File: config.mk
export PLATFORM = sky130hd
export DESIGN_NAME = adc_frame_responder
export DESIGN_NICKNAME = d
export VERILOG_FILES = /design/src/rtl/adc_resp_pkg.sv /design/src/rtl/adc_resp_sync.sv /design/src/rtl/adc_resp_ctrl.sv /design/src/rtl/adc_resp_dp.sv /design/src/rtl/adc_frame_responder.sv
export SDC_FILE = /design/constraint.sdc
export NUM_CORES = 1
export LEC_CHECK = 0
export BUFFER_PORTS_ARGS = -buffer_cell sky130_fd_sc_hd__buf_2
export CAP_MARGIN = 15
export CELL_PAD_IN_SITES_DETAIL_PLACEMENT = 1
export CELL_PAD_IN_SITES_GLOBAL_PLACEMENT = 1
export CORE_UTILIZATION = 44
export CTS_CLUSTER_DIAMETER = 80
export DETAILED_ROUTE_END_ITERATION = 12
export GPL_ROUTABILITY_DRIVEN = 1
export PLACE_DENSITY = 0.8
export SLEW_MARGIN = 20
export SYNTH_ARGS = -nofsm -noshare
export SYNTH_HDL_FRONTEND = slang
export SYNTH_HIERARCHICAL = 1
export SYNTH_SLANG_ARGS = --single-unit
File: constraint.sdc
create_clock -name clk -period 2.3 [get_ports clk]
set_clock_uncertainty 0.2 [all_clocks]
set_input_delay 0.69 -clock clk [delete_from_list [all_inputs] [get_ports clk]]
set_output_delay 0.69 -clock clk [all_outputs]
set_load 0.03 [all_outputs]
File: src/rtl/adc_resp_pkg.sv
package adc_resp_pkg;

  // Strobes from the serial control to the datapath; at most one of
  // idle/addrShift/commit/loadOut/shiftOut is high in any cycle.
  typedef struct packed {
    logic idle;       // chip select inactive: clear output
    logic frameStart; // chip select just became active
    logic addrShift;  // shift a channel-number bit in
    logic commit;     // frame complete: adopt new channel
    logic loadOut;    // capture selected code, drive MSB
    logic shiftOut;   // drive next code bit
  } respStrobes_t;

endpackage

File: src/rtl/adc_resp_sync.sv
module adc_resp_sync #(
  parameter int   STAGES    = 2,
  parameter logic RESET_VAL = 1'b0
) (
  input  logic clk,
  input  logic rstN,
  input  logic asyncIn,
  output logic syncOut
);

  logic [STAGES-1:0] chain;

  always_ff @(posedge clk or negedge rstN) begin
    if (!rstN) chain <= {STAGES{RESET_VAL}};
    else       chain <= {chain[STAGES-2:0], asyncIn};
  end

  assign syncOut = chain[STAGES-1];

endmodule

File: src/rtl/adc_resp_ctrl.sv
module adc_resp_ctrl
  import adc_resp_pkg::*;
#(
  parameter int FRAME_LEN   = 16,
  parameter int SAMPLE_W    = 12,
  parameter int CH_W        = 3,
  parameter int ADDR_FIRST  = 2,
  parameter int SYNC_STAGES = 2,
  parameter int POS_W       = $clog2(FRAME_LEN + 1)
) (
  input  logic             clk,
  input  logic             rstN,
  input  logic             csN,
  input  logic             sclk,
  input  logic             din,
  output respStrobes_t     strb,
  output logic             dinBit,
  output logic [POS_W-1:0] posCnt
);

  localparam int DATA_FIRST = FRAME_LEN - SAMPLE_W;
  localparam logic [POS_W-1:0] POS_LAST   = POS_W'(FRAME_LEN - 1);
  localparam logic [POS_W-1:0] POS_END    = POS_W'(FRAME_LEN);
  localparam logic [POS_W-1:0] POS_DATA   = POS_W'(DATA_FIRST);
  localparam logic [POS_W-1:0] POS_ADDR0  = POS_W'(ADDR_FIRST);
  localparam logic [POS_W-1:0] POS_ADDRN  = POS_W'(ADDR_FIRST + CH_W - 1);

  logic csS, sclkS, dinS;
  logic [2:0] syncIn, syncOut;
  localparam logic [2:0] SYNC_RST = 3'b011; // csN and sclk idle high

  assign syncIn = {din, sclk, csN};

  generate
    for (genvar g = 0; g < 3; g++) begin : g_sync
      adc_resp_sync #(.STAGES(SYNC_STAGES), .RESET_VAL(SYNC_RST[g])) u_sync (
        .clk    (clk),
        .rstN   (rstN),
        .asyncIn(syncIn[g]),
        .syncOut(syncOut[g])
      );
    end
  endgenerate

  assign csS   = syncOut[0];
  assign sclkS = syncOut[1];
  assign dinS  = syncOut[2];

  logic sclkPrev, activePrev;
  logic csActive, riseEdge, fallEdge;

  assign csActive = ~csS;
  assign riseEdge = csActive & sclkS & ~sclkPrev;
  assign fallEdge = csActive & ~sclkS & sclkPrev;

  always_ff @(posedge clk or negedge rstN) begin
    if (!rstN) begin
      sclkPrev   <= 1'b1;
      activePrev <= 1'b0;
    end else begin
      sclkPrev   <= sclkS;
      activePrev <= csActive;
    end
  end

  always_ff @(posedge clk or negedge rstN) begin
    if (!rstN)                              posCnt <= '0;
    else if (!csActive)                     posCnt <= '0;
    else if (riseEdge && posCnt < POS_END)  posCnt <= posCnt + 1'b1;
  end

  always_comb begin
    strb            = '0;
    strb.idle       = ~csActive;
    strb.frameStart = csActive & ~activePrev;
    strb.addrShift  = riseEdge && posCnt >= POS_ADDR0 && posCnt <= POS_ADDRN;
    strb.commit     = riseEdge && posCnt == POS_LAST;
    strb.loadOut    = fallEdge && posCnt == POS_DATA;
    strb.shiftOut   = fallEdge && posCnt > POS_DATA && posCnt < POS_END;
  end

  assign dinBit = dinS;

endmodule

File: src/rtl/adc_resp_dp.sv
module adc_resp_dp
  import adc_resp_pkg::*;
#(
  parameter int NUM_CH   = 8,
  parameter int SAMPLE_W = 12,
  parameter int CH_W     = $clog2(NUM_CH)
) (
  input  logic                clk,
  input  logic                rstN,
  input  respStrobes_t        strb,
  input  logic                dinBit,
  input  logic                sampleWe,
  input  logic [CH_W-1:0]     sampleAddr,
  input  logic [SAMPLE_W-1:0] sampleData,
  output logic                dout,
  output logic [CH_W-1:0]     chanSel
);

  logic [SAMPLE_W-1:0] bank [NUM_CH];

  generate
    for (genvar c = 0; c < NUM_CH; c++) begin : g_bank
      always_ff @(posedge clk or negedge rstN) begin
        if (!rstN)                                      bank[c] <= '0;
        else if (sampleWe && sampleAddr == CH_W'(c))    bank[c] <= sampleData;
      end
    end
  endgenerate

  logic [CH_W-1:0]     addrShiftReg;
  logic [SAMPLE_W-1:0] outShift;
  logic [SAMPLE_W-1:0] selCode;

  assign selCode = bank[chanSel];

  // channel number capture and adoption
  always_ff @(posedge clk or negedge rstN) begin
    if (!rstN) begin
      addrShiftReg <= '0;
      chanSel      <= '0;
    end else begin
      if (strb.frameStart)     addrShiftReg <= '0;
      else if (strb.addrShift) addrShiftReg <= (addrShiftReg << 1) | CH_W'(dinBit);
      if (strb.commit)         chanSel <= addrShiftReg;
    end
  end

  // code serializer
  always_ff @(posedge clk or negedge rstN) begin
    if (!rstN) begin
      outShift <= '0;
      dout     <= 1'b0;
    end else if (strb.idle) begin
      outShift <= '0;
      dout     <= 1'b0;
    end else if (strb.loadOut) begin
      dout     <= selCode[SAMPLE_W-1];
      outShift <= selCode << 1;
    end else if (strb.shiftOut) begin
      dout     <= outShift[SAMPLE_W-1];
      outShift <= outShift << 1;
    end
  end

endmodule

File: src/rtl/adc_frame_responder.sv
module adc_frame_responder
  import adc_resp_pkg::*;
#(
  parameter int NUM_CH      = 8,
  parameter int SAMPLE_W    = 12,
  parameter int FRAME_LEN   = 16,
  parameter int ADDR_FIRST  = 2,
  parameter int SYNC_STAGES = 2
) (
  input  logic          clk,
  input  logic          rstN,
  input  logic          csN,
  input  logic          sclk,
  input  logic          din,
  output logic          dout,
  input  logic          sampleWe,
  input  logic [2:0]    sampleAddr,
  input  logic [11:0]   sampleData
);

  localparam int CH_W       = $clog2(NUM_CH);
  localparam int POS_W      = $clog2(FRAME_LEN + 1);
  localparam int DATA_FIRST = FRAME_LEN - SAMPLE_W;

  respStrobes_t      strb;
  logic              dinBit;
  logic [POS_W-1:0]  posCnt;
  logic [CH_W-1:0]   chanSel;

  adc_resp_ctrl #(
    .FRAME_LEN  (FRAME_LEN),
    .SAMPLE_W   (SAMPLE_W),
    .CH_W       (CH_W),
    .ADDR_FIRST (ADDR_FIRST),
    .SYNC_STAGES(SYNC_STAGES),
    .POS_W      (POS_W)
  ) u_ctrl (
    .clk   (clk),
    .rstN  (rstN),
    .csN   (csN),
    .sclk  (sclk),
    .din   (din),
    .strb  (strb),
    .dinBit(dinBit),
    .posCnt(posCnt)
  );

  adc_resp_dp #(
    .NUM_CH  (NUM_CH),
    .SAMPLE_W(SAMPLE_W),
    .CH_W    (CH_W)
  ) u_dp (
    .clk       (clk),
    .rstN      (rstN),
    .strb      (strb),
    .dinBit    (dinBit),
    .sampleWe  (sampleWe),
    .sampleAddr(CH_W'(sampleAddr)),
    .sampleData(SAMPLE_W'(sampleData)),
    .dout      (dout),
    .chanSel   (chanSel)
  );

endmodule

==> report_table.html, run 1 <==
<table>
<tr><th>Metric</th><th>Value</th></tr>
<tr><th colspan="2">Yosys</th></tr>
<tr><td>Register bit count reported by yosys</td><td>127</td></tr>
<tr><td>Number of warnings printed during yosys synthesis</td><td>6</td></tr>
<tr><td>Number of cells produced by synthesis</td><td>about 400</td></tr>
<tr><td>Post-synth design cell area</td><td>slightly below 6000 µm²</td></tr>
<tr><td>Largest area contributor in the netlist</td><td>dfrtp_1</td></tr>
<tr><td>Post-synth cell types</td><td>36</td></tr>
<tr><td>Synthesized netlist net count</td><td>418</td></tr>
<tr><td>Biggest area contributors in the synthesized netlist</td><td>dfrtp_1 53%, mux2_2 18%, mux2i_1 10%</td></tr>
<tr><td>Fraction of post-synthesis cell area in the top cell type by area</td><td>0.525</td></tr>
<tr><td>Syn_area_per_cell</td><td>14.7 µm²</td></tr>
<tr><td>Sequential-to-total area share from yosys stat</td><td>0.548</td></tr>
<tr><th colspan="2">Die</th></tr>
<tr><td>Vertical extent of the die</td><td>between 100 and 150 µm</td></tr>
<tr><td>Die Outline Area</td><td>13700 µm²</td></tr>
<tr><td>Core area</td><td>12700 µm²</td></tr>
<tr><td>Top Ports</td><td>22</td></tr>
<tr><td>Die width</td><td>between 100 and 150 µm</td></tr>
<tr><td>Starting density of the core</td><td>0.457</td></tr>
<tr><td>Std cell rows</td><td>41</td></tr>
<tr><th colspan="2">CTS</th></tr>
<tr><td>Largest buffer count on any clock path</td><td>2</td></tr>
<tr><td>Number of clock buffers inserted by TritonCTS</td><td>17</td></tr>
<tr><td>Root Driver</td><td>clkbuf_16</td></tr>
<tr><td>Clock tree from TritonCTS</td><td>done</td></tr>
<tr><td>Buffers inserted by post-CTS timing repair</td><td>0</td></tr>
<tr><td>Deepest level of the CTS H-tree</td><td>4</td></tr>
<tr><td>Cts hold-fix bufs</td><td>0</td></tr>
<tr><td>Cells resized by post-CTS repair</td><td>0</td></tr>
<tr><td>Clock transition at the register clock pins on the worst setup and hold paths after CTS</td><td>0.05 ns</td></tr>
<tr><td>Clock insertion delay at the later pin of the skew report</td><td>0.42 ns</td></tr>
<tr><td>Number of sinks on the clock net</td><td>127</td></tr>
<tr><th colspan="2">Pwr</th></tr>
<tr><td>Proportion of power drawn by flip-flops and latches</td><td>0.447</td></tr>
<tr><td>Combinational cell fraction of total power</td><td>0.116</td></tr>
<tr><td>Clock group share of total power</td><td>0.437</td></tr>
<tr><td>Reported net switching power</td><td>1.48 mW</td></tr>
<tr><td>Internal power contribution</td><td>between 4 and 5 mW</td></tr>
<tr><td>Worst vdd ir</td><td>between 0.6 and 0.7 mV</td></tr>
<tr><td>Reported leakage power</td><td>2.82 nW</td></tr>
<tr><td>Cell Pwr Density</td><td>924 nW/µm²</td></tr>
<tr><td>Switching share of power</td><td>0.233</td></tr>
<tr><th colspan="2">Timing</th></tr>
<tr><td>Slew headroom</td><td>0.548</td></tr>
<tr><td>Unrepaired setup endpoints after global routing</td><td>false</td></tr>
<tr><td>Final max-slew violation count</td><td>0</td></tr>
<tr><td>Count of final hold-check violations</td><td>0</td></tr>
<tr><td>Share of the cycle needed by the critical path after routing</td><td>0.920</td></tr>
<tr><td>Final critical path time including I/O delays and setup</td><td>about 2.1 ns</td></tr>
<tr><td>Actual slew at the worst max-slew pin</td><td>0.675 ns</td></tr>
<tr><td>Max Freq</td><td>~470 MHz</td></tr>
<tr><td>Setup violators final</td><td>0</td></tr>
<tr><td>Post-route setup TNS</td><td>0 ns</td></tr>
<tr><th colspan="2">Setup path</th></tr>
<tr><td>Maximum fanout along the worst path</td><td>11</td></tr>
<tr><td>CP Data Required Time</td><td>around 2.4 ns</td></tr>
<tr><td>Cells on worst reg2reg path</td><td>4</td></tr>
<tr><td>Critical Path End Type</td><td>flop</td></tr>
<tr><td>Critical path startpoint category</td><td>flop</td></tr>
<tr><td>Destination of the worst register-to-register timing path</td><td>u_dp/outShift[10]</td></tr>
<tr><td>Register-to-register setup slack</td><td>0.18 ns</td></tr>
<tr><td>Critical Setup Path Class</td><td>reg2reg</td></tr>
<tr><td>Worst flop-to-flop path startpoint</td><td>u_ctrl/sclkPrev</td></tr>
<tr><td>Critical path data arrival time</td><td>2.20 ns</td></tr>
<tr><th colspan="2">Layout</th></tr>
<tr><td>Share of cells above drive strength 1</td><td>0.426</td></tr>
<tr><td>Antenna diodes</td><td>0</td></tr>
<tr><td>Area of all placed cells without fillers</td><td>6860 µm²</td></tr>
<tr><td>Most common cell after layout, fill and taps aside</td><td>dfrtp_1</td></tr>
<tr><td>P&amp;R area growth vs syn</td><td>18.1%</td></tr>
<tr><td>Post-layout nets</td><td>between 400 and 500</td></tr>
<tr><td>Most frequent cells in the layout</td><td>121 x dfrtp_1, 92 x mux2_2, 60 x mux2i_1</td></tr>
<tr><th colspan="2">Place</th></tr>
<tr><td>Number of buffers inserted by port buffering</td><td>21</td></tr>
<tr><td>Dpl cell area</td><td>6240 µm²</td></tr>
<tr><td>Detailed placer's ending HPWL</td><td>8.33 mm</td></tr>
<tr><td>Gp weighted congestion</td><td>0.744</td></tr>
<tr><th colspan="2">Run status</th></tr>
<tr><td>Run status</td><td>complete, no violations</td></tr>
<tr><th colspan="2">Routing</th></tr>
<tr><td>DR iter-0 viols</td><td>139</td></tr>
<tr><td>DR top layer</td><td>met4</td></tr>
<tr><td>Via Count</td><td>about 3500</td></tr>
<tr><td>Post-detailed-route wirelength per cell</td><td>between 20 and 25 µm</td></tr>
<tr><td>Met3 Routed Length</td><td>358 µm</td></tr>
<tr><td>TritonRoute pass-1 iters</td><td>4</td></tr>
<tr><td>Per-cell via count in the routed design</td><td>5.62</td></tr>
<tr><td>Wire length on met2</td><td>6.76 mm</td></tr>
<tr><td>Routed WL</td><td>between 10 and 15 mm</td></tr>
<tr><td>Post-detailed-route count of antenna-violating nets</td><td>0</td></tr>
<tr><td>Met1 wire length</td><td>5.84 mm</td></tr>
<tr><td>DRC violations left</td><td>0</td></tr>
<tr><th colspan="2">Global route</th></tr>
<tr><td>Antenna violations before repair</td><td>0</td></tr>
<tr><td>Maximum number of pins on one net before global-route repair</td><td>37</td></tr>
<tr><td>Overflow left after global routing</td><td>0</td></tr>
<tr><td>GRT Resource Usage Total</td><td>0.219</td></tr>
<tr><td>Wire length of the first global-routing pass</td><td>~21 mm</td></tr>
<tr><td>Number of global-route vias before repair</td><td>a little under 4000</td></tr>
<tr><th colspan="2">Min path</th></tr>
<tr><td>Path category of the worst min-delay check</td><td>in2async</td></tr>
<tr><th colspan="2">Flow run</th></tr>
<tr><td>Max capacitance violation total</td><td>0</td></tr>
</table>
[final cells by class]
class / count / area, µm²
repair buffers: 41 / 345
clock buffers: 23 / 488
flip-flops and latches: 127 / 3190
well taps: 172 / 215
fillers: 1255 / 5860
inverters: 3 / 11.3
clock inverters: 9 / 131
multi-input cells: 243 / 2490
[metrics by stage]
stage	hold WS (ns)	power, mW	setup slack, ns	util	cells
3_3_place_gp	0.134	3.50	0.170	0.491	586
4_1_cts	0.0344	6.40	0.174	0.539	618
5_1_grt	0.0524	6.61	0.0684	0.539	618
6_report	0.0412	6.34	0.184	0.539	618
2_1_floorplan	0.131	3.31	0.0758	-	395
3_5_place_dp	0.142	3.59	0.0894	0.491	586
[worst max-delay path, cell delays in order (launching register included)]
cell and delay [ns]:
dfstp_2 0.57, nor4b_1 0.35, and4b_1 0.33, or2_2 0.38
o32ai_2 0.14
[synthesized netlist by cell type, drive strengths merged]
cell      n
dfrtp   122
mux2    102
mux2i    60
a22o     22
buf      15
nor2     11
o32ai    11
clkbuf    7
dfstp     5
nor2b     4
inv       3
nand2     3
nand4b    3
nor3b     3
a21oi     2
and4bb    2
ha        2
nand2b    2
nand4     2
nor3      2
xnor2     2
a22oi     1
a311oi    1
and2      1
and3      1
and4b     1
mux4      1
nor4b     1
o21a      1
or2       1
or3b      1
[worst max-delay path by stage]
| stage | startpoint | end | slack, ns | cells past startpoint |
|---|---|---|---|---|
| 2_1_floorplan | u_ctrl/g_sync[0].u_sync/chain[1] | u_dp/outShift[11] | 0.08 | 6 |
| 3_3_place_gp | sampleAddr[1] | u_dp/bank[80] | 0.17 | 5 |
| 3_5_place_dp | sampleAddr[1] | u_dp/bank[82] | 0.09 | 5 |
| 4_1_cts | u_ctrl/sclkPrev | u_dp/outShift[10] | 0.17 | 4 |
| 5_1_grt | u_ctrl/sclkPrev | u_dp/outShift[10] | 0.07 | 5 |
| 6_report | u_ctrl/sclkPrev | u_dp/outShift[10] | 0.18 | 4 |
[state kept, by name, indices dropped and copies added (netlist names)]
| register | flops |
|---|---|
| u_dp/addrShiftReg | 3 |
| u_ctrl/sclkPrev | 1 |
| u_ctrl/posCnt | 5 |
| u_dp/dout | 1 |
| u_ctrl/activePrev | 1 |
| u_ctrl/g_sync.u_sync/chain | 6 |
| u_dp/chanSel | 3 |
| u_dp/bank | 96 |
| u_dp/outShift | 11 |
[metal layers]
metal	track usage	up-vias
li1	-	1548
met3	0.0592	19
met5	0	-
met2	0.361	54
met1	0.273	1851
met4	0.0903	0
[power groups by stage]
stage / registers [mW] / logic [mW] / clock network (mW)
floorplan: 2.79 / 0.527 / 0
global placement: 2.82 / 0.682 / 0
detailed placement: 2.86 / 0.732 / 0
CTS: 2.83 / 0.749 / 2.82
global route: 2.88 / 0.805 / 2.93
finish: 2.83 / 0.735 / 2.77
[cell families after synthesis]
kind of cell,after synthesis,share of synthesized area
flip-flops,127,0.548
multiplexers,163,0.305
AND/OR/NAND/NOR,38,0.0446
XOR/XNOR,2,0.00302
AO/OA/AOI/OAI,38,0.0698
buffers and inverters,25,0.0254
adder cells (fa/ha/maj),2,0.00431
Power figures use the tool's default switching activity.
==> run 2: changes to the inputs <==
Settings changed: SYNTH_HIERARCHICAL 1 to default.
==> report_table.html, run 2 <==
<table>
<tr><th>Metric</th><th>Value</th></tr>
<tr><th colspan="2">CTS</th></tr>
<tr><td>Clock tree from TritonCTS</td><td>done (unchanged)</td></tr>
<tr><td>Clock transition at the register clock pins on the worst setup and hold paths after CTS</td><td>0.06 ns (was 0.05 ns)</td></tr>
<tr><td>Cells resized by post-CTS repair</td><td>0 (unchanged)</td></tr>
<tr><td>Clock insertion delay at the later pin of the skew report</td><td>0.42 ns (about the same)</td></tr>
<tr><td>Number of sinks on the clock net</td><td>127 (unchanged)</td></tr>
<tr><td>Buffers inserted by post-CTS timing repair</td><td>0 (unchanged)</td></tr>
<tr><td>Deepest level of the CTS H-tree</td><td>4 (unchanged)</td></tr>
<tr><td>Root Driver</td><td>clkbuf_16 (unchanged)</td></tr>
<tr><td>Largest buffer count on any clock path</td><td>2 (unchanged)</td></tr>
<tr><td>Number of clock buffers inserted by TritonCTS</td><td>17 (unchanged)</td></tr>
<tr><td>Cts hold-fix bufs</td><td>0 (unchanged)</td></tr>
<tr><th colspan="2">Die</th></tr>
<tr><td>Core area</td><td>12200 µm² (was 12700 µm²)</td></tr>
<tr><td>Vertical extent of the die</td><td>115 µm (was 117 µm)</td></tr>
<tr><td>Starting density of the core</td><td>0.458 (was 0.457)</td></tr>
<tr><td>Std cell rows</td><td>40 (was 41)</td></tr>
<tr><td>Die width</td><td>115 µm (was 117 µm)</td></tr>
<tr><td>Die Outline Area</td><td>13100 µm² (was 13700 µm²)</td></tr>
<tr><td>Top Ports</td><td>22 (unchanged)</td></tr>
<tr><th colspan="2">Timing</th></tr>
<tr><td>Max Freq</td><td>473 MHz (about the same)</td></tr>
<tr><td>Count of final hold-check violations</td><td>0 (unchanged)</td></tr>
<tr><td>Unrepaired setup endpoints after global routing</td><td>false (unchanged)</td></tr>
<tr><td>Slew headroom</td><td>0.592 (was 0.548)</td></tr>
<tr><td>Final critical path time including I/O delays and setup</td><td>2.11 ns (was 2.12 ns)</td></tr>
<tr><td>Share of the cycle needed by the critical path after routing</td><td>0.919 (was 0.920)</td></tr>
<tr><td>Post-route setup TNS</td><td>0 ns (unchanged)</td></tr>
<tr><td>Setup violators final</td><td>0 (unchanged)</td></tr>
<tr><td>Final max-slew violation count</td><td>0 (unchanged)</td></tr>
<tr><td>Actual slew at the worst max-slew pin</td><td>0.604 ns (was 0.675 ns)</td></tr>
<tr><th colspan="2">Routing</th></tr>
<tr><td>Per-cell via count in the routed design</td><td>5.59 (was 5.62)</td></tr>
<tr><td>DR iter-0 viols</td><td>274 (was 139)</td></tr>
<tr><td>Routed WL</td><td>12.2 mm (was 13.2 mm)</td></tr>
<tr><td>TritonRoute pass-1 iters</td><td>4 (unchanged)</td></tr>
<tr><td>Post-detailed-route count of antenna-violating nets</td><td>0 (unchanged)</td></tr>
<tr><td>DRC violations left</td><td>0 (unchanged)</td></tr>
<tr><td>Post-detailed-route wirelength per cell</td><td>20.9 µm (was 21.4 µm)</td></tr>
<tr><td>Via Count</td><td>3271 (was 3472)</td></tr>
<tr><th colspan="2">Yosys</th></tr>
<tr><td>Fraction of post-synthesis cell area in the top cell type by area</td><td>0.548 (was 0.525)</td></tr>
<tr><td>Largest area contributor in the netlist</td><td>dfrtp_1 (unchanged)</td></tr>
<tr><td>Post-synth cell types</td><td>34 (was 36)</td></tr>
<tr><td>Biggest area contributors in the synthesized netlist</td><td>dfrtp_1 55%, mux2_2 20%, mux4_2 9.7% (was dfrtp_1 53%, mux2_2 18%, mux2i_1 10%)</td></tr>
<tr><td>Syn_area_per_cell</td><td>15.2 µm² (was 14.7 µm²)</td></tr>
<tr><td>Number of warnings printed during yosys synthesis</td><td>0 (was 6)</td></tr>
<tr><td>Most instantiated flip-flop cell in the synthesis netlist</td><td>dfrtp_1 (unchanged)</td></tr>
<tr><td>Register bit count reported by yosys</td><td>127 (unchanged)</td></tr>
<tr><td>Post-synth design cell area</td><td>5570 µm² (was 5810 µm²)</td></tr>
<tr><td>Number of cells produced by synthesis</td><td>366 (was 395)</td></tr>
<tr><td>Post-synth EDFFs</td><td>0 (unchanged)</td></tr>
<tr><td>Synth top cells by count</td><td>122 x dfrtp_1, 99 x mux2_2, 24 x mux4_2, 23 x nand2_1, 11 x nor2_1 (was 122 x dfrtp_1, 92 x mux2_2, 60 x mux2i_1, 22 x a22o_1)</td></tr>
<tr><td>Synthesized netlist net count</td><td>390 (was 418)</td></tr>
<tr><td>Sequential-to-total area share from yosys stat</td><td>0.572 (was 0.548)</td></tr>
<tr><td>Asr flop ratio synth</td><td>1.00 (unchanged)</td></tr>
<tr><td>Most common cell in the netlist</td><td>dfrtp_1 (unchanged)</td></tr>
<tr><th colspan="2">Layout</th></tr>
<tr><td>P&amp;R area growth vs syn</td><td>19.5% (was 18.1%)</td></tr>
<tr><td>Most frequent cells in the layout</td><td>122 x dfrtp_1, 99 x mux2_2, 24 x mux4_2 (was 121 x dfrtp_1, 92 x mux2_2, 60 x mux2i_1)</td></tr>
<tr><td>Most common cell after layout, fill and taps aside</td><td>dfrtp_1 (unchanged)</td></tr>
<tr><td>Most flop-heavy register</td><td>u_dp.bank (was u_dp/bank)</td></tr>
<tr><td>Finished Layout Cells</td><td>585 (was 618)</td></tr>
<tr><td>Antenna diodes</td><td>0 (unchanged)</td></tr>
<tr><td>Largest regs</td><td>u_dp.bank (96), u_dp.outShift (11), u_ctrl.g_sync.u_sync.chain (6) (was u_dp/bank (96), u_dp/outShift (11), u_ctrl/g_sync.u_sync/chain (6))</td></tr>
<tr><td>Share of cells above drive strength 1</td><td>0.499 (was 0.426)</td></tr>
<tr><td>Post-layout nets</td><td>428 (was 456)</td></tr>
<tr><td>Number of flip-flops under the largest register name</td><td>96 (unchanged)</td></tr>
<tr><th colspan="2">Pwr</th></tr>
<tr><td>Power consumption</td><td>6.34 mW (about the same)</td></tr>
<tr><td>Worst vdd ir</td><td>0.599 mV (was 0.657 mV)</td></tr>
<tr><td>Cell Pwr Density</td><td>952 nW/µm² (was 924 nW/µm²)</td></tr>
<tr><td>Reported leakage power</td><td>2.83 nW (was 2.82 nW)</td></tr>
<tr><th colspan="2">Setup path</th></tr>
<tr><td>Register-to-register setup slack</td><td>0.19 ns (was 0.18 ns)</td></tr>
<tr><td>Max stage delay cell, worst path</td><td>dfstp_2 (unchanged)</td></tr>
<tr><td>Maximum fanout along the worst path</td><td>5 (was 11)</td></tr>
<tr><td>Destination of the worst register-to-register timing path</td><td>u_dp.addrShiftReg[0] (was u_dp/outShift[10])</td></tr>
<tr><td>Delay of the slowest cell on the worst path</td><td>0.57 ns (about the same)</td></tr>
<tr><td>Cells on worst reg2reg path</td><td>4 (unchanged)</td></tr>
<tr><td>Critical path startpoint category</td><td>flop (unchanged)</td></tr>
<tr><td>Critical Setup Path Class</td><td>reg2reg (unchanged)</td></tr>
<tr><td>Critical path buffer and inverter count</td><td>0 (unchanged)</td></tr>
<tr><td>Critical Path End Type</td><td>flop (unchanged)</td></tr>
<tr><td>Worst flop-to-flop path startpoint</td><td>u_ctrl.g_sync[1].u_sync.chain[1] (was u_ctrl/sclkPrev)</td></tr>
<tr><td>Critical path cell sequence</td><td>nor4b_1 -&gt; and3_1 -&gt; mux2i_1 -&gt; nor2_1 (was nor4b_1 -&gt; and4b_1 -&gt; or2_2 -&gt; o32ai_2)</td></tr>
<tr><td>Critical path data arrival time</td><td>2.21 ns (was 2.20 ns)</td></tr>
<tr><td>Cell family with the largest share of critical-path delay</td><td>simple AND/OR/NAND/NOR gates (unchanged)</td></tr>
<tr><td>CP Data Required Time</td><td>2.39 ns (was 2.38 ns)</td></tr>
<tr><th colspan="2">Global route</th></tr>
<tr><td>GRT Resource Usage Total</td><td>0.220 (was 0.219)</td></tr>
<tr><td>Wire length of the first global-routing pass</td><td>21.0 mm (was 21.4 mm)</td></tr>
<tr><td>Antenna violations before repair</td><td>0 (unchanged)</td></tr>
<tr><td>Overflow left after global routing</td><td>0 (unchanged)</td></tr>
<tr><td>Maximum number of pins on one net before global-route repair</td><td>87 (was 37)</td></tr>
<tr><td>Number of global-route vias before repair</td><td>3794 (was 3868)</td></tr>
<tr><th colspan="2">Place</th></tr>
<tr><td>Detailed placer's ending HPWL</td><td>7.64 mm (was 8.33 mm)</td></tr>
<tr><td>Gp weighted congestion</td><td>0.737 (was 0.744)</td></tr>
<tr><td>Number of buffers inserted by port buffering</td><td>21 (unchanged)</td></tr>
<tr><td>Post-Place Cells</td><td>553 (was 586)</td></tr>
<tr><th colspan="2">Run status</th></tr>
<tr><td>Run status</td><td>complete, no violations (unchanged)</td></tr>
<tr><th colspan="2">Flow run</th></tr>
<tr><td>Max capacitance violation total</td><td>0 (unchanged)</td></tr>
<tr><th colspan="2">Min path</th></tr>
<tr><td>Path category of the worst min-delay check</td><td>in2async (unchanged)</td></tr>
</table>
[run 2: cells by family after synthesis]
logic type | synth area share
adders and majority gates | 0.00674
xor gates and xnor gates | 0.00472
and+or+nand+nor | 0.0631
AOI/OAI and AO/OA | 0.0265
buffers and inverters | 0.0231
DFF | 0.572
muxes | 0.304
[run 2: cell type report]
cell class              count  area (µm²)
fillers                  1168        5500
flip-flops and latches    127        3180
multi-input cells         215        2280
clock buffers              21         480
repair buffers             37         328
well taps                 168         210
clock inverters            11         154
inverters                   6        22.5
[run 2: worst max path at each step]
stage	end	slack (ns)	start	depth (start not counted)
finish	u_dp.addrShiftReg[0]	0.19	u_ctrl.g_sync[1].u_sync.chain[1]	4
global placement	u_dp.bank[79]	0.19	sampleAddr[2]	5
CTS	u_dp.addrShiftReg[0]	0.18	u_ctrl.g_sync[1].u_sync.chain[1]	4
floorplan	u_dp.bank[72]	0.21	sampleAddr[2]	4
global route	u_dp.addrShiftReg[0]	0.07	u_ctrl.g_sync[1].u_sync.chain[1]	4
detailed placement	u_dp.bank[74]	0.13	sampleAddr[2]	5
[run 2: power breakdown]
group / internal, mW / total (mW) / switching (mW) / leakage (nW)
Combinational: 0.436 / 0.689 / 0.254 / 0.966
Sequential: 2.62 / 2.83 / 0.208 / 1.56
Clock: 1.83 / 2.82 / 0.990 / 0.306
[run 2: routing by layer]
metal | up-vias | global-route usage | part of all wire
met5 | - | 0 | 0
met4 | 0 | 0.0831 | 0.013
met3 | 16 | 0.0678 | 0.035
met2 | 57 | 0.365 | 0.52
met1 | 1762 | 0.270 | 0.43
li1 | 1436 | - | -
[run 2: stage by stage]
| stage | util | hold WS (ns) | setup slack (ns) | cell area, µm² |
|---|---|---|---|---|
| final | 0.547 | 0.102 | 0.187 | 6660 |
| after global routing | 0.547 | 0.138 | 0.0743 | 6660 |
| after CTS | 0.547 | 0.121 | 0.183 | 6660 |
| after detailed placement | 0.495 | 0.136 | 0.127 | 6020 |
| after global placement | 0.495 | 0.140 | 0.186 | 6020 |
| after floorplan | - | 0.131 | 0.209 | 5570 |
==> run 3: changes to the inputs <==
Settings changed: ABC_AREA from default to 1, CORE_UTILIZATION 44 to 42, PLACE_DENSITY 0.8 to 0.84.
==> report_table.html, run 3 <==
<table>
<tr><th>Metric</th><th>Value</th></tr>
<tr><th colspan="2">CTS</th></tr>
<tr><td>Number of clock buffers inserted by TritonCTS</td><td>17 (unchanged)</td></tr>
<tr><td>Largest buffer count on any clock path</td><td>2 (unchanged)</td></tr>
<tr><td>Deepest level of the CTS H-tree</td><td>4 (unchanged)</td></tr>
<tr><td>Clock transition at the register clock pins on the worst setup and hold paths after CTS</td><td>0.05 ns (was 0.06 ns)</td></tr>
<tr><td>Buffers inserted by post-CTS timing repair</td><td>0 (unchanged)</td></tr>
<tr><td>Clock tree from TritonCTS</td><td>done (unchanged)</td></tr>
<tr><td>Clock insertion delay at the later pin of the skew report</td><td>0.42 ns (about the same)</td></tr>
<tr><td>Root Driver</td><td>clkbuf_16 (unchanged)</td></tr>
<tr><td>Number of sinks on the clock net</td><td>127 (unchanged)</td></tr>
<tr><td>Cells resized by post-CTS repair</td><td>0 (unchanged)</td></tr>
<tr><th colspan="2">Run status</th></tr>
<tr><td>Run status</td><td>complete, no violations (unchanged)</td></tr>
<tr><th colspan="2">Timing</th></tr>
<tr><td>Max Freq</td><td>473 MHz (about the same)</td></tr>
<tr><td>Share of the cycle needed by the critical path after routing</td><td>0.919 (about the same)</td></tr>
<tr><td>Slew headroom</td><td>0.573 (was 0.592)</td></tr>
<tr><td>Final critical path time including I/O delays and setup</td><td>2.11 ns (about the same)</td></tr>
<tr><td>Unrepaired setup endpoints after global routing</td><td>false (unchanged)</td></tr>
<tr><td>Setup violators final</td><td>0 (unchanged)</td></tr>
<tr><td>Count of final hold-check violations</td><td>0 (unchanged)</td></tr>
<tr><td>Post-route setup TNS</td><td>0 ns (unchanged)</td></tr>
<tr><td>Final max-slew violation count</td><td>0 (unchanged)</td></tr>
<tr><td>Actual slew at the worst max-slew pin</td><td>0.640 ns (was 0.604 ns)</td></tr>
<tr><th colspan="2">Layout</th></tr>
<tr><td>Number of flip-flops under the largest register name</td><td>96 (unchanged)</td></tr>
<tr><td>Most flop-heavy register</td><td>u_dp.bank (unchanged)</td></tr>
<tr><td>Share of cells above drive strength 1</td><td>0.101 (was 0.499)</td></tr>
<tr><td>Area used by multi-input combinational logic</td><td>2210 µm² (was 2280 µm²)</td></tr>
<tr><td>Post-layout util</td><td>0.492 (was 0.547)</td></tr>
<tr><td>Area of all placed cells without fillers</td><td>6510 µm² (was 6660 µm²)</td></tr>
<tr><td>Most common cell after layout, fill and taps aside</td><td>nand2_1 (was dfrtp_1)</td></tr>
<tr><td>Fillers</td><td>1627 (was 1168)</td></tr>
<tr><td>Antenna diodes</td><td>0 (unchanged)</td></tr>
<tr><td>Post-layout nets</td><td>740 (was 428)</td></tr>
<tr><td>Largest regs</td><td>u_dp.bank (96), u_dp.outShift (11), u_ctrl.g_sync.u_sync.chain (6) (unchanged)</td></tr>
<tr><td>Most frequent cells in the layout</td><td>246 x nand2_1, 122 x dfrtp_1, 103 x o21ai_0 (was 122 x dfrtp_1, 99 x mux2_2, 24 x mux4_2)</td></tr>
<tr><td>P&amp;R area growth vs syn</td><td>14.3% (was 19.5%)</td></tr>
<tr><td>Register area</td><td>3180 µm² (unchanged)</td></tr>
<tr><th colspan="2">Yosys</th></tr>
<tr><td>Register bit count reported by yosys</td><td>127 (unchanged)</td></tr>
<tr><td>Combinational family with the most area after synthesis</td><td>simple AND/OR/NAND/NOR gates (was multiplexers)</td></tr>
<tr><td>Most common cell in the netlist</td><td>nand2_1 (was dfrtp_1)</td></tr>
<tr><td>Post-synth EDFFs</td><td>0 (unchanged)</td></tr>
<tr><td>Synth Area in Compound Gates</td><td>0.108 (was 0.0265)</td></tr>
<tr><td>Fraction of post-synthesis cell area in the top cell type by area</td><td>0.536 (was 0.548)</td></tr>
<tr><td>Sequential-to-total area share from yosys stat</td><td>0.559 (was 0.572)</td></tr>
<tr><td>Area share of xor/xnor cells in the synthesized design</td><td>0 (was 0.00472)</td></tr>
<tr><td>Number of warnings printed during yosys synthesis</td><td>0 (unchanged)</td></tr>
<tr><td>Adder and majority cell fraction of the synthesized area</td><td>0.00659 (was 0.00674)</td></tr>
<tr><td>Largest area contributor in the netlist</td><td>dfrtp_1 (unchanged)</td></tr>
<tr><td>Biggest area contributors in the synthesized netlist</td><td>dfrtp_1 54%, nand2_1 16%, o21ai_0 9.0% (was dfrtp_1 55%, mux2_2 20%, mux4_2 9.7%)</td></tr>
<tr><td>Post-synth cell types</td><td>26 (was 34)</td></tr>
<tr><td>Post-synth design cell area</td><td>5700 µm² (was 5570 µm²)</td></tr>
<tr><td>Number of cells produced by synthesis</td><td>697 (was 366)</td></tr>
<tr><td>Portion of netlist area occupied by mux cells</td><td>0 (was 0.304)</td></tr>
<tr><td>Most instantiated flip-flop cell in the synthesis netlist</td><td>dfrtp_1 (unchanged)</td></tr>
<tr><td>Syn_area_per_cell</td><td>8.17 µm² (was 15.2 µm²)</td></tr>
<tr><td>Synthesized netlist net count</td><td>721 (was 390)</td></tr>
<tr><td>Simple-gate share of the synthesized area</td><td>0.272 (was 0.0631)</td></tr>
<tr><td>Asr flop ratio synth</td><td>1.00 (unchanged)</td></tr>
<tr><td>Synth top cells by count</td><td>246 x nand2_1, 122 x dfrtp_1, 103 x o21ai_0, 88 x nand3_1, 33 x nor2_1 (was 122 x dfrtp_1, 99 x mux2_2, 24 x mux4_2, 23 x nand2_1, 11 x nor2_1)</td></tr>
<tr><th colspan="2">Die</th></tr>
<tr><td>Vertical extent of the die</td><td>118 µm (was 115 µm)</td></tr>
<tr><td>Top Ports</td><td>22 (unchanged)</td></tr>
<tr><td>Die width</td><td>118 µm (was 115 µm)</td></tr>
<tr><td>Std cell rows</td><td>42 (was 40)</td></tr>
<tr><td>Core area</td><td>13200 µm² (was 12200 µm²)</td></tr>
<tr><td>Starting density of the core</td><td>0.430 (was 0.458)</td></tr>
<tr><td>Die Outline Area</td><td>14000 µm² (was 13100 µm²)</td></tr>
<tr><th colspan="2">Pwr</th></tr>
<tr><td>Worst vdd ir</td><td>0.508 mV (was 0.599 mV)</td></tr>
<tr><td>Cell Pwr Density</td><td>871 nW/µm² (was 952 nW/µm²)</td></tr>
<tr><td>Power consumption</td><td>5.67 mW (was 6.34 mW)</td></tr>
<tr><td>Reported leakage power</td><td>3.06 nW (was 2.83 nW)</td></tr>
<tr><th colspan="2">Routing</th></tr>
<tr><td>Post-detailed-route wirelength per cell</td><td>17.9 µm (was 20.9 µm)</td></tr>
<tr><td>DR iter-0 viols</td><td>282 (was 274)</td></tr>
<tr><td>Via Count</td><td>4880 (was 3271)</td></tr>
<tr><td>DRC violations left</td><td>0 (unchanged)</td></tr>
<tr><td>TritonRoute pass-1 iters</td><td>4 (unchanged)</td></tr>
<tr><td>Per-cell via count in the routed design</td><td>5.42 (was 5.59)</td></tr>
<tr><td>Post-detailed-route count of antenna-violating nets</td><td>0 (unchanged)</td></tr>
<tr><td>Routed WL</td><td>16.1 mm (was 12.2 mm)</td></tr>
<tr><th colspan="2">Place</th></tr>
<tr><td>Detailed placer's ending HPWL</td><td>9.87 mm (was 7.64 mm)</td></tr>
<tr><td>Gp weighted congestion</td><td>0.874 (was 0.737)</td></tr>
<tr><td>Dpl cell area</td><td>6010 µm² (was 6020 µm²)</td></tr>
<tr><td>Number of buffers inserted by port buffering</td><td>21 (unchanged)</td></tr>
<tr><th colspan="2">Global route</th></tr>
<tr><td>Maximum number of pins on one net before global-route repair</td><td>60 (was 87)</td></tr>
<tr><td>Number of global-route vias before repair</td><td>5310 (was 3794)</td></tr>
<tr><td>Busiest layer in global routing</td><td>met2 (unchanged)</td></tr>
<tr><td>Antenna violations before repair</td><td>0 (unchanged)</td></tr>
<tr><td>Met3 usage in global routing</td><td>0.0516 (was 0.0678)</td></tr>
<tr><td>Met1 demand-to-capacity share in global routing</td><td>0.310 (was 0.270)</td></tr>
<tr><td>GRT met2 Usage</td><td>0.439 (was 0.365)</td></tr>
<tr><td>Wire length of the first global-routing pass</td><td>27.2 mm (was 21.0 mm)</td></tr>
<tr><td>Overflow left after global routing</td><td>0 (unchanged)</td></tr>
<tr><td>GRT Resource Usage Total</td><td>0.254 (was 0.220)</td></tr>
<tr><th colspan="2">Setup path</th></tr>
<tr><td>CP Data Required Time</td><td>2.41 ns (was 2.39 ns)</td></tr>
<tr><td>Critical Setup Path Class</td><td>reg2reg (unchanged)</td></tr>
<tr><td>Critical path startpoint category</td><td>flop (unchanged)</td></tr>
<tr><td>Worst flop-to-flop path startpoint</td><td>u_ctrl.posCnt[1] (was u_ctrl.g_sync[1].u_sync.chain[1])</td></tr>
<tr><td>Critical path data arrival time</td><td>2.22 ns (was 2.21 ns)</td></tr>
<tr><td>CP startpoint</td><td>u_ctrl.posCnt[1] (was u_ctrl.g_sync[1].u_sync.chain[1])</td></tr>
<tr><td>Maximum fanout along the worst path</td><td>13 (was 5)</td></tr>
<tr><td>Critical Path End Type</td><td>flop (unchanged)</td></tr>
<tr><th colspan="2">Flow run</th></tr>
<tr><td>Max capacitance violation total</td><td>0 (unchanged)</td></tr>
<tr><th colspan="2">Min path</th></tr>
<tr><td>Path category of the worst min-delay check</td><td>reg2reg (was in2async)</td></tr>
<tr><td>Startpoint of the most critical hold path</td><td>u_ctrl.g_sync[0].u_sync.chain[0]</td></tr>
</table>
run 3: metrics by stage:
stage	hold slack, ns	cells	setup WS (ns)
after CTS	0.159	900	0.188
final	0.156	900	0.186
after detailed placement	0.143	872	0.249
after global placement	0.135	872	0.423
after global routing	0.161	900	0.0239
after floorplan	0.131	697	0.615
run 3: repair_timing:
action | in CTS | in global routing
endpoints found under the hold margin | 8 | 0
hold buffers | 1 | 0
setup endpoints to repair | 0 | 0
run 3: worst max-delay path: stages (launching register included):
cell     delay [ns]
dfrtp_1        0.40
inv_1          0.10
ha_1           0.20
nand2_1        0.09
nor2_1         0.16
nand2_2        0.17
inv_1          0.38
nand3_1        0.17
nand2_1        0.09
nand2_1        0.05
run 3: final timing paths:
| kind | depth (start not counted) | endpoint | slack (ns) |
|---|---|---|---|
| worst min-delay path | 0 | u_ctrl.g_sync[0].u_sync.chain[1] | 0.16 |
| worst max register to register | 9 | u_dp.outShift[5] | 0.19 |
| worst min register to register | 0 | u_ctrl.g_sync[0].u_sync.chain[1] | 0.16 |
| worst max-delay path | 9 | u_dp.outShift[5] | 0.19 |
| max in group asynchronous | 3 | u_dp.outShift[8] | 0.87 |
| min in group asynchronous | 2 | u_dp.bank[95] | 0.45 |
run 3: cell families (layout without fill, tap and decap cells):
family,after synthesis,after routing
and+or+nand+nor,376,376
adders and majority gates,3,3
DFF,127,127
buffers and inverters,70,97
AOI/OAI and AO/OA,121,121
run 3: final cells by class:
class / count / area share
flip-flops and latches: 127 / 0.489
multi-input cells: 500 / 0.339
clock buffers: 25 / 0.0745
repair buffers: 38 / 0.0442
well taps: 176 / 0.0338
inverters: 32 / 0.0184
clock inverters: 2 / 0.00154
run 3: where the power goes:
part	switching (mW)	internal [mW]
Combinational	0.361	0.234
Clock	0.891	1.42
Sequential	0.190	2.57
run 3: layer usage:
layer / part of all wire / vias to the layer above
li1: - / 2300
met1: 0.42 / 2451
met3: 0.042 / 28
met5: 0 / -
met4: 0.022 / 0
met2: 0.51 / 101
